### src/rtl/lcd_tcon_pkg.sv
package lcd_tcon_pkg;

  typedef enum logic [1:0] {
    SH_IDLE,
    SH_LOAD,
    SH_HIGH,
    SH_LOW
  } shift_state_t;

  typedef enum logic [1:0] {
    RS_RESET,
    RS_LATCH,
    RS_BLANK,
    RS_SHIFT
  } row_state_t;

endpackage

### src/rtl/lcd_shift_engine.sv
module lcd_shift_engine
  import lcd_tcon_pkg::*;
#(
  parameter int NIB_W = 4,
  parameter int BEATS = 160,
  parameter int DIV_W = 8
) (
  input  logic             clk,
  input  logic             rst_n,
  input  logic             go,
  input  logic [DIV_W-1:0] cfg_half,
  input  logic             in_valid,
  output logic             in_ready,
  input  logic [NIB_W-1:0] in_up,
  input  logic [NIB_W-1:0] in_lo,
  output logic [NIB_W-1:0] du,
  output logic [NIB_W-1:0] dl,
  output logic             shclk,
  output logic             row_done
);
  localparam int BEAT_W = (BEATS > 1) ? $clog2(BEATS) : 1;

  shift_state_t     st;
  logic [DIV_W-1:0] cnt;
  logic [BEAT_W-1:0] beat;
  logic             last_beat;

  assign last_beat = (beat == BEAT_W'(BEATS - 1));
  assign in_ready  = (st == SH_LOAD);
  assign row_done  = (st == SH_LOW) && (cnt == '0) && last_beat;

  always_ff @(posedge clk) begin
    if (!rst_n) begin
      st    <= SH_IDLE;
      cnt   <= '0;
      beat  <= '0;
      du    <= '0;
      dl    <= '0;
      shclk <= 1'b0;
    end else begin
      case (st)
        SH_IDLE: if (go) st <= SH_LOAD;
        SH_LOAD: begin
          // Wait here, clock low, until the source offers a pair.
          if (in_valid) begin
            du    <= in_up;
            dl    <= in_lo;
            shclk <= 1'b1;
            cnt   <= cfg_half;
            st    <= SH_HIGH;
          end
        end
        SH_HIGH: begin
          if (cnt == '0) begin
            shclk <= 1'b0;
            cnt   <= cfg_half;
            st    <= SH_LOW;
          end else begin
            cnt <= cnt - DIV_W'(1);
          end
        end
        SH_LOW: begin
          // Data stays put through the falling edge and the low phase.
          if (cnt == '0) begin
            if (last_beat) begin
              beat <= '0;
              st   <= SH_IDLE;
            end else begin
              beat <= beat + BEAT_W'(1);
              st   <= SH_LOAD;
            end
          end else begin
            cnt <= cnt - DIV_W'(1);
          end
        end
        default: st <= SH_IDLE;
      endcase
    end
  end
endmodule

### src/rtl/lcd_row_sequencer.sv
module lcd_row_sequencer
  import lcd_tcon_pkg::*;
#(
  parameter int ROWS      = 240,
  parameter int LATCH_CYC = 4,
  parameter int BLANK_W   = 12
) (
  input  logic               clk,
  input  logic               rst_n,
  input  logic [BLANK_W-1:0] cfg_blank,
  input  logic               row_done,
  output logic               go,
  output logic               latch,
  output logic               frame,
  output logic               pol
);
  localparam int ROW_W = (ROWS > 1) ? $clog2(ROWS) : 1;
  localparam int LC_W  = $clog2(LATCH_CYC + 1);
  localparam int CNT_W = (BLANK_W > LC_W) ? BLANK_W : LC_W;

  row_state_t       st;
  logic [CNT_W-1:0] cnt;
  logic [CNT_W-1:0] cnt_nx;
  logic [CNT_W-1:0] blank_ext;
  logic [ROW_W-1:0] row;
  logic             last_row;

  assign cnt_nx    = cnt + CNT_W'(1);
  assign blank_ext = CNT_W'(cfg_blank);
  assign last_row  = (row == ROW_W'(ROWS - 1));
  assign go        = (st == RS_SHIFT);
  assign latch     = (st == RS_LATCH);
  assign frame     = latch && last_row;

  always_ff @(posedge clk) begin
    if (!rst_n) begin
      // Start on the bottom row so the first latch carries the frame mark.
      st  <= RS_RESET;
      cnt <= '0;
      row <= ROW_W'(ROWS - 1);
      pol <= 1'b0;
    end else begin
      case (st)
        RS_RESET: begin
          st  <= RS_LATCH;
          cnt <= '0;
        end
        RS_LATCH: begin
          if (cnt == CNT_W'(LATCH_CYC - 1)) begin
            cnt <= '0;
            if (last_row) begin
              row <= '0;
              pol <= ~pol;
            end else begin
              row <= row + ROW_W'(1);
            end
            st <= (cfg_blank == '0) ? RS_SHIFT : RS_BLANK;
          end else begin
            cnt <= cnt_nx;
          end
        end
        RS_BLANK: begin
          if (cnt_nx >= blank_ext) begin
            cnt <= '0;
            st  <= RS_SHIFT;
          end else begin
            cnt <= cnt_nx;
          end
        end
        RS_SHIFT: if (row_done) st <= RS_LATCH;
        default:  st <= RS_RESET;
      endcase
    end
  end
endmodule

### src/rtl/dual_scan_lcd_tcon.sv
module dual_scan_lcd_tcon #(
  parameter int COLS      = 640,
  parameter int ROWS      = 240,
  parameter int NIB_W     = 4,
  parameter int DIV_W     = 8,
  parameter int BLANK_W   = 12,
  parameter int LATCH_CYC = 4
) (
  input  logic               clk,
  input  logic               rst_n,
  input  logic [DIV_W-1:0]   cfg_half,
  input  logic [BLANK_W-1:0] cfg_blank,
  input  logic               px_valid,
  output logic               px_ready,
  input  logic [NIB_W-1:0]   px_upper,
  input  logic [NIB_W-1:0]   px_lower,
  output logic [NIB_W-1:0]   lcd_du,
  output logic [NIB_W-1:0]   lcd_dl,
  output logic               lcd_shclk,
  output logic               lcd_latch,
  output logic               lcd_frame,
  output logic               lcd_pol
);
  localparam int BEATS = COLS / NIB_W;

  logic go;
  logic row_done;

  lcd_shift_engine #(
    .NIB_W(NIB_W),
    .BEATS(BEATS),
    .DIV_W(DIV_W)
  ) u_shift (
    .clk      (clk),
    .rst_n    (rst_n),
    .go       (go),
    .cfg_half (cfg_half),
    .in_valid (px_valid),
    .in_ready (px_ready),
    .in_up    (px_upper),
    .in_lo    (px_lower),
    .du       (lcd_du),
    .dl       (lcd_dl),
    .shclk    (lcd_shclk),
    .row_done (row_done)
  );

  lcd_row_sequencer #(
    .ROWS     (ROWS),
    .LATCH_CYC(LATCH_CYC),
    .BLANK_W  (BLANK_W)
  ) u_rows (
    .clk      (clk),
    .rst_n    (rst_n),
    .cfg_blank(cfg_blank),
    .row_done (row_done),
    .go       (go),
    .latch    (lcd_latch),
    .frame    (lcd_frame),
    .pol      (lcd_pol)
  );
endmodule

### config.mk
export PLATFORM = sky130hd
export DESIGN_NAME = dual_scan_lcd_tcon
export DESIGN_NICKNAME = d
export VERILOG_FILES = /design/src/rtl/lcd_tcon_pkg.sv /design/src/rtl/lcd_shift_engine.sv /design/src/rtl/lcd_row_sequencer.sv /design/src/rtl/dual_scan_lcd_tcon.sv
export SDC_FILE = /design/constraint.sdc
export NUM_CORES = 1
export LEC_CHECK = 0
export ABC_AREA = 1
export BUFFER_PORTS_ARGS = -buffer_cell sky130_fd_sc_hd__buf_2
export CORE_AREA = 5 5 101 103
export DETAILED_ROUTE_END_ITERATION = 6
export DIE_AREA = 0 0 106 108
export HOLD_SLACK_MARGIN = 0.08
export PLACE_DENSITY = 0.57
export SYNTH_ARGS = -nofsm -noshare
export SYNTH_HDL_FRONTEND = slang
export SYNTH_SLANG_ARGS = --single-unit
### constraint.sdc
create_clock -name clk -period 2.7 [get_ports clk]
set_clock_uncertainty 0.15 [all_clocks]
set_input_delay 0.27 -clock clk [delete_from_list [all_inputs] [get_ports clk]]
set_output_delay 0.27 -clock clk [all_outputs]
set_load 0.01 [all_outputs]
==> reports/metrics.cfg, run 1 <==
[status]
status = complete, no violations

[sta]
worstMarginPinSlew_ns = 0.590
slew_headroom = 0.605
slew_violations = 0
final-hold-violation-count = 0
setup_viol = 0
fin_crit_sh = 0.930
min_period_ns = 2.51
clock.fmax_mhz = 398

[clock_tree]
clk_path_buf_depth = 2
cts_htree_levels = 2
cts_num_sinks = 50
clock-root-buffer = clkbuf_8
clk_pin_slew_ns = 0.10
insertion_delay_ns = 0.31
cts_made_buffers = 5
cts_tree = yes

[power_and_ir_drop]
p_per_area_mw_per_mm2 = 723
power_w = 0.00272
leakage_nw = 1.82
ir_worst_vdd_mv = 0.530

[routing]
drc = 0
firstDrtPassIters = 4
wire_per_inst_um = 11.6
via_per_inst = 4.74
wirelength_um = 7330
vias = 3001
postRouteAntennaNets = 0
drt_iter0_markers = 101

[setup_path]
slowest_delay_ns = 0.36
arrival_ns = 2.59
crit_path_frequent_cell = nand2_1
path_buf_inv = 3
cp_max_fo = 12
startpoint_type = register
cp_top_family = simple AND/OR/NAND/NOR gates
cp_slowest_cell = dfxtp_2
end_kind = register
crit_path_cell_trace = ha_1 -> nand3_2 -> nor2_4 -> buf_4 -> a21oi_1 -> nor2_1 -> ha_1 -> nand2_1 -> inv_1 -> nand2_1 -> nand2_1 -> a21oi_1 -> nand2_1 -> nand2_2 -> buf_12 -> nand3_1 -> a21oi_1
required_ns = 2.78
critical_path_class = register to register

[run]
cap_violations = 0

[layout]
final_common_cell = nand2_1
layout_common_cells = nand2_1, inv_1, nor2_1
syn_to_final_growth_pct = 19.8
final_util = 0.413
drive_gt1_frac = 0.169
nets = 577
antenna_cells = 0

[global_route]
grt_pass1_vias = 2776
grt_pass1_wl_um = 12300
grt_max_degree = 28
overflow = 0
track_usage = 0.128
antenna_found_initial = 0

[floorplan]
fp.dieH_um = 108
placementRows = 35
design.die.area_mm2 = 0.0114
floorplan.initialDensity = 0.345
core_mm2 = 0.00911
ios = 44
fp.dieW_um = 106

[logic_synthesis]
yosysTopAreaCellShare = 0.319
seq_area_frac_synth = 0.319
syn-instance-count = 461
syn_avg_cell_area_um2 = 6.81
syn_area_mm2 = 0.00314
ys_ff_latch = 50
ys_types = 38
ys_warn_count = 0
ys_top_cells_by_area = dfxtp_1, nand2_1, ha_1
syn_nets = 517
yosys.area.top_type = dfxtp_1

[placement]
portBuffers = 43
hpwl_um = 5580
gp_congestion = 0.821

[min_path]
holdCritPathClass = input pin to register

==> power breakdown <==
part	total [W]	internal, W	switching, W
Combinational	0.00123	0.000484	0.000750
Sequential	0.000954	0.000854	0.0000996
Clock	0.000534	0.000278	0.000256
==> synth_stat cells (all sizes together) <==
| library cell | count |
|---|---|
| ha | 25 |
| nand3b | 3 |
| nor3b | 1 |
| and3 | 1 |
| a211oi | 2 |
| nor3 | 5 |
| a21o | 2 |
| xnor2 | 5 |
| nand3 | 35 |
| nand2 | 104 |
| clkbuf | 4 |
| o21ai | 25 |
| o2111ai | 1 |
| dfxtp | 50 |
| clkinv | 2 |
| xor2 | 11 |
| nor4 | 3 |
| nor2 | 57 |
| buf | 5 |
| o211ai | 3 |
| inv | 70 |
| nand4 | 10 |
| a21oi | 36 |
| or2 | 1 |
==> path summary, 6_finish.rpt <==
check,from,endpoint,slack [ns],depth (start not counted)
max,u_rows.cnt[0],u_rows.cnt[1],0.19,17
min,px_lower[2],u_shift.dl[2],0.09,3
max reg2reg,u_rows.cnt[0],u_rows.cnt[1],0.19,17
min reg2reg,u_rows.cnt[11],u_rows.cnt[11],0.34,2
==> logic make-up (layout without fill, tap and decap cells) <==
| group | Yosys count | in the layout | synth area share |
|---|---|---|---|
| and+or+nand+nor | 220 | 220 | 0.312 |
| buffers and inverters | 81 | 142 | 0.101 |
| AOI/OAI and AO/OA | 69 | 69 | 0.122 |
| DFF | 50 | 50 | 0.319 |
| adders and majority gates | 25 | 25 | 0.0996 |
| xor gates and xnor gates | 16 | 16 | 0.0470 |
==> worst min-delay path, delay by kind of cell <==
kind | cells | cell delay, ns
and+or+nand+nor | 1 | 0.08
AOI/OAI and AO/OA | 1 | 0.08
buffers and inverters | 1 | 0.08
==> layout make-up <==
class / instances / area (µm²)
Timing Repair Buffer: 62 / 385
Inverter: 72 / 273
Multi-Input combinational cell: 330 / 1850
Sequential cell: 50 / 1010
Clock buffer: 7 / 76.3
Clock inverter: 1 / 30.0
Fill cell: 1007 / 5350
Tap cell: 111 / 139
==> state kept, by name, indices dropped and copies added (netlist names), 2 cells and up <==
name          flops
u_shift.cnt       8
u_rows.row        8
u_shift.dl        4
u_rows.st         2
u_shift.st        2
u_rows.cnt       12
u_shift.du        4
u_shift.beat      8
==> metal layers <==
layer | global-route usage | routed length [µm]
met1 | 0.161 | 3430
met4 | 0.0241 | 48
met3 | 0.0245 | 232
met5 | 0 | 0
met2 | 0.230 | 3630
==> repair_timing <==
item / 4_1_cts / 5_1_grt
gates resized for setup: 0 / 12
endpoints found under the hold margin: 6 / 0
hold buffers: 6 / 0
endpoints found under the setup margin: 0 / 14
setup buffers: 0 / 0
==> per-stage QoR <==
stage | worst slack, ns | instances | hold slack (ns) | setup TNS (ns) | cell area (µm²)
after detailed placement | 0.167 | 619 | 0.317 | 0 | 3560
after CTS | 0.148 | 633 | 0.0810 | 0 | 3720
final | 0.190 | 633 | 0.0895 | 0 | 3760
after global routing | -0.0331 | 633 | 0.0894 | -0.0375 | 3760
after floorplan | 0.287 | 461 | 0.287 | 0 | 3140
after global placement | 0.239 | 619 | 0.310 | 0 | 3560
Note: power is estimated with default switching activity, not from simulation.
==> inputs of run 2 (changes only) <==
Settings changed: CORE_AREA 5 5 101 103 to 5 5 104 106, DIE_AREA 0 0 106 108 to 0 0 109 111, PLACE_DENSITY 0.57 to 0.53, REMOVE_ABC_BUFFERS set to 1, SYNTH_HIERARCHICAL set to 1.
==> reports/metrics.cfg, run 2 <==
[placement]
gp_congestion = 0.825  ; +0.45%
hpwl_um = 5770  ; +3.3%
portBuffers = 43  ; unchanged
place_ws_ns = -0.00276  ; -0.170 ns
dp_cells = 657  ; +6.1%
place_area_mm2 = 0.00371  ; +4.2%

[sta]
worst_slack_ns = 0.232  ; +0.0419 ns
min_period_ns = 2.47  ; -0.0419 ns
slew_headroom = 0.656  ; +0.0511
worstMarginPinSlew_ns = 0.512  ; -0.0781 ns
fin_crit_sh = 0.914  ; -0.0155
setup_viol = 0  ; unchanged
clock.fmax_mhz = 405  ; +1.7%
final-hold-violation-count = 0  ; unchanged
slew_violations = 0  ; unchanged

[routing]
firstDrtPassIters = 4  ; unchanged
via_per_inst = 4.58  ; -3.3%
vias = 3093  ; +3.1%
wirelength_um = 7680  ; +4.8%
wire_per_inst_um = 11.4  ; -1.7%
postRouteAntennaNets = 0  ; unchanged
drc = 0  ; unchanged
drt_iter0_markers = 123  ; +22%

[logic_synthesis]
synthTopCellsByCount = nand2_1, inv_1, nor2_1
ys_types = 39  ; +2.6%
yosys.area.top_type = dfxtp_1
syn-instance-count = 482  ; +4.6%
synthArstFlopShare = 0  ; unchanged
syn_avg_cell_area_um2 = 6.93  ; +1.8%
yosysTopAreaCellShare = 0.300  ; -0.0192
seq_area_frac_synth = 0.300  ; -0.0192
ys_warn_count = 6  ; +6
yosysMostFrequentCell = nand2_1
syn_area_mm2 = 0.00334  ; +6.4%
dominantRegCellSynth = dfxtp_1
ys_top_cells_by_area = dfxtp_1, nand2_1, ha_1
synth_edf_count = 0  ; unchanged
ys_ff_latch = 50  ; unchanged

[floorplan]
core_mm2 = 0.00968  ; +6.3%
fp.dieW_um = 109  ; +2.8%
design.die.area_mm2 = 0.0121  ; +5.7%
floorplan.initialDensity = 0.345  ; about the same
ios = 44  ; unchanged
fp.dieH_um = 111  ; +2.8%
placementRows = 36  ; +2.9%

[power_and_ir_drop]
clock_power_share = 0.178  ; -0.018
power_frac_seq = 0.353  ; +0.003
intPower_w = 0.00148  ; -8.7%
p_per_area_mw_per_mm2 = 668  ; -7.7%
ir_worst_vdd_mv = 0.360  ; -32%
netSwitchingPower_w = 0.00114  ; +2.9%
leakage_nw = 1.89  ; +4.2%
netSwitchingFraction = 0.435  ; +0.0291
pwr-share-comb = 0.469  ; +0.016

[setup_path]
slowest_delay_ns = 0.36  ; about the same
required_ns = 2.75  ; -0.03 ns
crit_path_frequent_cell = nand2_1
startpoint_type = register
cp_top_family = simple AND/OR/NAND/NOR gates
r2r_start = u_rows/cnt[0]
cp_slowest_cell = dfxtp_2
crit_path_cell_trace = ha_1 -> nand2_1 -> nor3_4 -> nand2_1 -> nand2_1 -> inv_2 -> ha_1 -> nand2_1 -> nor2_1 -> nand2_1 -> nor2_1 -> nand2_1 -> nand2_2 -> nand4_1 -> nor2_1 -> nor2_1
arrival_ns = 2.52  ; -0.07 ns
end_kind = register
critical_path_class = register to register
ff2ff_path_depth = 16  ; -1
path_buf_inv = 1  ; -2
reg2reg_to = u_rows/st[0]
cp_max_fo = 4  ; -8
r2r_slack_ns = 0.23  ; +0.04 ns

[layout]
drive_gt1_frac = 0.190  ; +0.0215
final_util = 0.404  ; -0.00892
stdcell_count = 675  ; +6.6%
final_common_cell = nand2_1
regMostFlops = u_rows/cnt
antenna_cells = 0  ; unchanged
layout_common_cells = nand2_1, inv_1, nor2_1
largest_reg_flops = 12  ; unchanged
nets = 596  ; +3.3%
syn_to_final_growth_pct = 17.2
final_area_mm2 = 0.00391  ; +4.0%

[clock_tree]
cts_made_buffers = 5  ; unchanged
clock-root-buffer = clkbuf_8
insertion_delay_ns = 0.31  ; about the same
cts_num_sinks = 50  ; unchanged
clk_pin_slew_ns = 0.09  ; about the same
clk_path_buf_depth = 2  ; unchanged
cts_tree = yes
cts_htree_levels = 2  ; unchanged

[global_route]
grt_max_degree = 20  ; -29%
grt_pass1_wl_um = 13300  ; +8.7%
overflow = 0  ; unchanged
grt_pass1_vias = 2993  ; +7.8%
track_usage = 0.132  ; +0.00423
antenna_found_initial = 0  ; unchanged

[min_path]
min_to = u_shift/cnt[2]
worst_hold_startpoint = cfg_half[2]
hold_path_depth = 5  ; +2
holdCritPathClass = input pin to register

[run]
cap_violations = 0  ; unchanged

[status]
status = complete, no violations

==> run 2: logic make-up after synthesis <==
group,Yosys count,synth area share
and+or+nand+nor,248,0.354
buffers and inverters,83,0.107
AOI/OAI and AO/OA,57,0.0929
DFF,50,0.300
adders and majority gates,24,0.0899
xor gates and xnor gates,20,0.0569
==> run 2: repair_timing <==
item	in CTS	in global routing
gates resized for setup	1	4
hold buffers	8	0
setup endpoints to repair	1	14
hold endpoints to repair	8	0
cloned	0	1
pin swaps	0	1
setup buffers	0	1
==> run 2: worst min-delay path, delay by kind of cell <==
kind,cells,cell delay (ns)
and+or+nand+nor,3,0.19
buffers and inverters,2,0.11
==> run 2: metrics by stage <==
| stage | setup TNS [ns] | total power [W] | hold slack (ns) |
|---|---|---|---|
| floorplan | 0 | 0.00180 | 0.204 |
| global placement | 0 | 0.00213 | 0.281 |
| detailed placement | -0.00276 | 0.00214 | 0.287 |
| CTS | 0 | 0.00263 | 0.123 |
| global route | -0.00990 | 0.00286 | 0.148 |
| finish | 0 | 0.00261 | 0.135 |
==> run 2: worst max path at each step <==
stage	cells past startpoint	slack (ns)	startpoint	end
floorplan	16	0.28	u_rows/cnt[0]	u_rows/cnt[10]
global placement	16	0.03	u_rows/cnt[0]	u_rows/cnt[6]
detailed placement	16	-0.003	u_rows/cnt[0]	u_rows/cnt[7]
finish	16	0.23	u_rows/cnt[0]	u_rows/st[0]
global route	16	-0.01	u_rows/cnt[0]	u_rows/st[0]
CTS	16	0.12	u_rows/cnt[0]	u_rows/cnt[7]
==> run 2: final cells by class <==
| class | count | area (µm²) |
|---|---|---|
| clock inverter | 2 | 12.5 |
| clock buffer | 6 | 82.6 |
| multi-input combinational | 350 | 2000 |
| sequential | 50 | 1000 |
| inverter | 74 | 283 |
| timing repair buffer | 60 | 363 |
| fill | 1046 | 5770 |
| tap | 133 | 166 |
==> run 2: power groups by stage <==
stage / Combinational [W] / Sequential [W] / Clock [W]
2_1_floorplan: 0.000864 / 0.000934 / 0
3_3_place_gp: 0.00120 / 0.000935 / 0
3_5_place_dp: 0.00120 / 0.000936 / 0
4_1_cts: 0.00122 / 0.000921 / 0.000496
5_1_grt: 0.00140 / 0.000938 / 0.000527
6_report: 0.00123 / 0.000922 / 0.000465
==> run 2: routing by layer <==
layer  up-vias  track usage  part of all wire
met1      1384        0.163              0.46
met5         -            0                 0
met2        37        0.231              0.49
li1       1658            -                 -
met3        14       0.0250             0.031
met4         0       0.0370             0.015
==> inputs of run 3 (changes only) <==
--- a/config.mk
+++ b/config.mk
@@ -8,3 +8,2 @@
 export ABC_AREA = 1
-export BUFFER_PORTS_ARGS = -buffer_cell sky130_fd_sc_hd__buf_2
 export CORE_AREA = 5 5 104 106
@@ -12,4 +11,5 @@
 export DIE_AREA = 0 0 109 111
+export DONT_BUFFER_PORTS = 1
 export HOLD_SLACK_MARGIN = 0.08
-export PLACE_DENSITY = 0.53
+export PLACE_DENSITY = 0.49
 export REMOVE_ABC_BUFFERS = 1
@@ -19 +19,2 @@
 export SYNTH_SLANG_ARGS = --single-unit
+export TNS_END_PERCENT = 20
==> constraint.sdc (replaced) <==
create_clock -name clk -period 2.7 [get_ports clk]
set_clock_uncertainty 0.15 [all_clocks]
set_input_delay 0.405 -clock clk [delete_from_list [all_inputs] [get_ports clk]]
set_output_delay 0.405 -clock clk [all_outputs]
set_load 0.01 [all_outputs]
==> reports/metrics.cfg, run 3 (synthesized netlist as in run 2, its figures left out) <==
[layout]
regMostFlops = u_rows/cnt
nets = 542  ; -9.1%
n_fill_cell = 1051  ; +0.48%
drive_gt1_frac = 0.119  ; -0.0707
layout_common_cells = nand2_1, inv_1, nor2_1
antenna_cells = 0  ; unchanged
syn_to_final_growth_pct = 7.60
final_common_cell = nand2_1
largest_reg_flops = 12  ; unchanged

[setup_path]
r2r_start = u_rows/cnt[0]
reg2reg_to = u_rows/cnt[11]
slowest_delay_ns = 0.37  ; about the same
cp_slowest_cell = dfxtp_4
ff2ff_path_depth = 17  ; +1
arrival_ns = 2.48  ; -0.04 ns
startpoint_type = register
crit_path_frequent_cell = nand2_1
crit_path_cell_trace = ha_1 -> buf_4 -> nand3_1 -> nand2_1 -> nand2_1 -> clkinv_1 -> ha_1 -> nand2_1 -> nor2_2 -> nand2_1 -> nor2_1 -> nand2_1 -> nand2_1 -> nand2_1 -> buf_12 -> nand3_1 -> a21oi_1
critical_path_class = register to register
cp_max_fo = 12  ; +8
required_ns = 2.72  ; -0.03 ns
r2r_slack_ns = 0.24  ; about the same
end_kind = register

[power_and_ir_drop]
p_per_area_mw_per_mm2 = 708  ; +6.0%
power_w = 0.00254  ; -2.6%
ir_worst_vdd_mv = 0.419  ; +17%
leakage_nw = 1.64  ; -13%

[global_route]
track_usage = 0.129  ; -0.00269
grt_pass1_vias = 2858  ; -4.5%
grt_max_degree = 21  ; +5.0%
grt_use_met2 = 0.223  ; -0.00778
grt-busiest-layer = met2
met3_usage = 0.0221  ; -0.00291
use_met1 = 0.167  ; +0.00369
grt_pass1_wl_um = 13100  ; -2.0%
antenna_found_initial = 0  ; unchanged
overflow = 0  ; unchanged

[sta]
min_period_ns = 2.46  ; -0.00860 ns
clock.fmax_mhz = 407  ; +0.35%
setup_viol = 0  ; unchanged
final-hold-violation-count = 0  ; unchanged
rsz0062_at_grt = false
worstMarginPinSlew_ns = 0.515  ; +0.00316 ns
tns_ns = 0  ; unchanged
slew_violations = 0  ; unchanged
slew_headroom = 0.656  ; about the same
fin_crit_sh = 0.911  ; -0.00319

[floorplan]
fp.dieW_um = 109  ; unchanged
ios = 44  ; unchanged
core_mm2 = 0.00968  ; unchanged
floorplan.initialDensity = 0.345  ; unchanged
design.die.area_mm2 = 0.0121  ; unchanged
fp.dieH_um = 111  ; unchanged
placementRows = 36  ; unchanged

[clock_tree]
clk_path_buf_depth = 2  ; unchanged
cts_made_buffers = 5  ; unchanged
cts_htree_levels = 2  ; unchanged
cts_num_sinks = 50  ; unchanged
post_cts_buffers = 0  ; unchanged
cts_tree = yes
clock-root-buffer = clkbuf_8
insertion_delay_ns = 0.30  ; about the same
clk_pin_slew_ns = 0.09  ; about the same

[routing]
wire_per_inst_um = 12.3  ; +8.1%
postRouteAntennaNets = 0  ; unchanged
wirelength_um = 7620  ; -0.83%
vias = 2915  ; -5.8%
via_per_inst = 4.71  ; +2.8%
firstDrtPassIters = 4  ; unchanged
drt_iter0_markers = 117  ; -4.9%
drc = 0  ; unchanged

[placement]
gp_congestion = 0.813  ; -1.4%
hpwl_um = 5730  ; -0.70%
portBuffers = 0  ; -100%

[min_path]
min_to = u_shift/du[0]
holdCritPathClass = input pin to register
hold_path_depth = 2  ; -3
worst_hold_startpoint = rst_n

[status]
status = complete, no violations

[run]
cap_violations = 0  ; unchanged

[run 3: critical path: cells and delay by family (launching register included)]
kind	cells	cell delay, ns
flip-flops	1	0.37
AND/OR/NAND/NOR	11	0.81
AO/OA/AOI/OAI	1	0.07
adder cells (fa/ha/maj)	2	0.50
buffers and inverters	3	0.43
[run 3: worst max-delay path by stage]
stage | from | endpoint | cells past startpoint | slack, ns
floorplan | u_rows/cnt[0] | u_rows/cnt[10] | 16 | 0.28
global placement | u_rows/cnt[0] | u_rows/cnt[8] | 17 | 0.18
detailed placement | u_rows/cnt[0] | u_rows/cnt[11] | 17 | 0.17
CTS | u_rows/cnt[0] | u_rows/cnt[11] | 17 | 0.14
global route | u_rows/cnt[0] | u_rows/st[0] | 18 | 0.007
finish | u_rows/cnt[0] | u_rows/cnt[11] | 17 | 0.24
[run 3: repair_timing]
| item | 4_1_cts | 5_1_grt |
|---|---|---|
| setup endpoints to repair | 0 | 14 |
| hold buffers | 1 | 0 |
| gates resized for setup | 0 | 8 |
| endpoints found under the hold margin | 9 | 0 |
[run 3: area by class of cell]
| class | count | area [µm²] | share of cell area |
|---|---|---|---|
| clock buffers | 6 | 82.6 | 0.0230 |
| inverters | 74 | 283 | 0.0787 |
| well taps | 133 | 166 | 0.0463 |
| repair buffers | 7 | 67.6 | 0.0188 |
| flip-flops and latches | 50 | 1010 | 0.281 |
| multi-input cells | 349 | 1980 | 0.552 |
[run 3: power breakdown]
part / internal, W / leakage, nW / total [W] / switching (W)
combinational: 0.000416 / 1.19 / 0.00116 / 0.000739
sequential: 0.000841 / 0.409 / 0.000945 / 0.000105
clock: 0.000199 / 0.0431 / 0.000443 / 0.000245
total: 0.00146 / 1.64 / 0.00254 / 0.00109
[run 3: stage by stage]
stage | setup WS (ns) | instance area, µm² | hold WS, ns | utilization | std cells
3_5_place_dp | 0.165 | 3490 | 0.286 | 0.360 | 612
4_1_cts | 0.141 | 3580 | 0.0820 | 0.370 | 619
5_1_grt | 0.00738 | 3590 | 0.0837 | 0.371 | 619
6_report | 0.240 | 3590 | 0.0987 | 0.371 | 619
3_3_place_gp | 0.178 | 3490 | 0.280 | 0.360 | 612
2_1_floorplan | 0.285 | 3270 | 0.271 | - | 473
[run 3: layer usage]
layer,part of all wire,vias up
li1,-,1546
met1,0.46,1325
met3,0.034,6
met4,0.0092,0
met5,0,-
met2,0.49,38
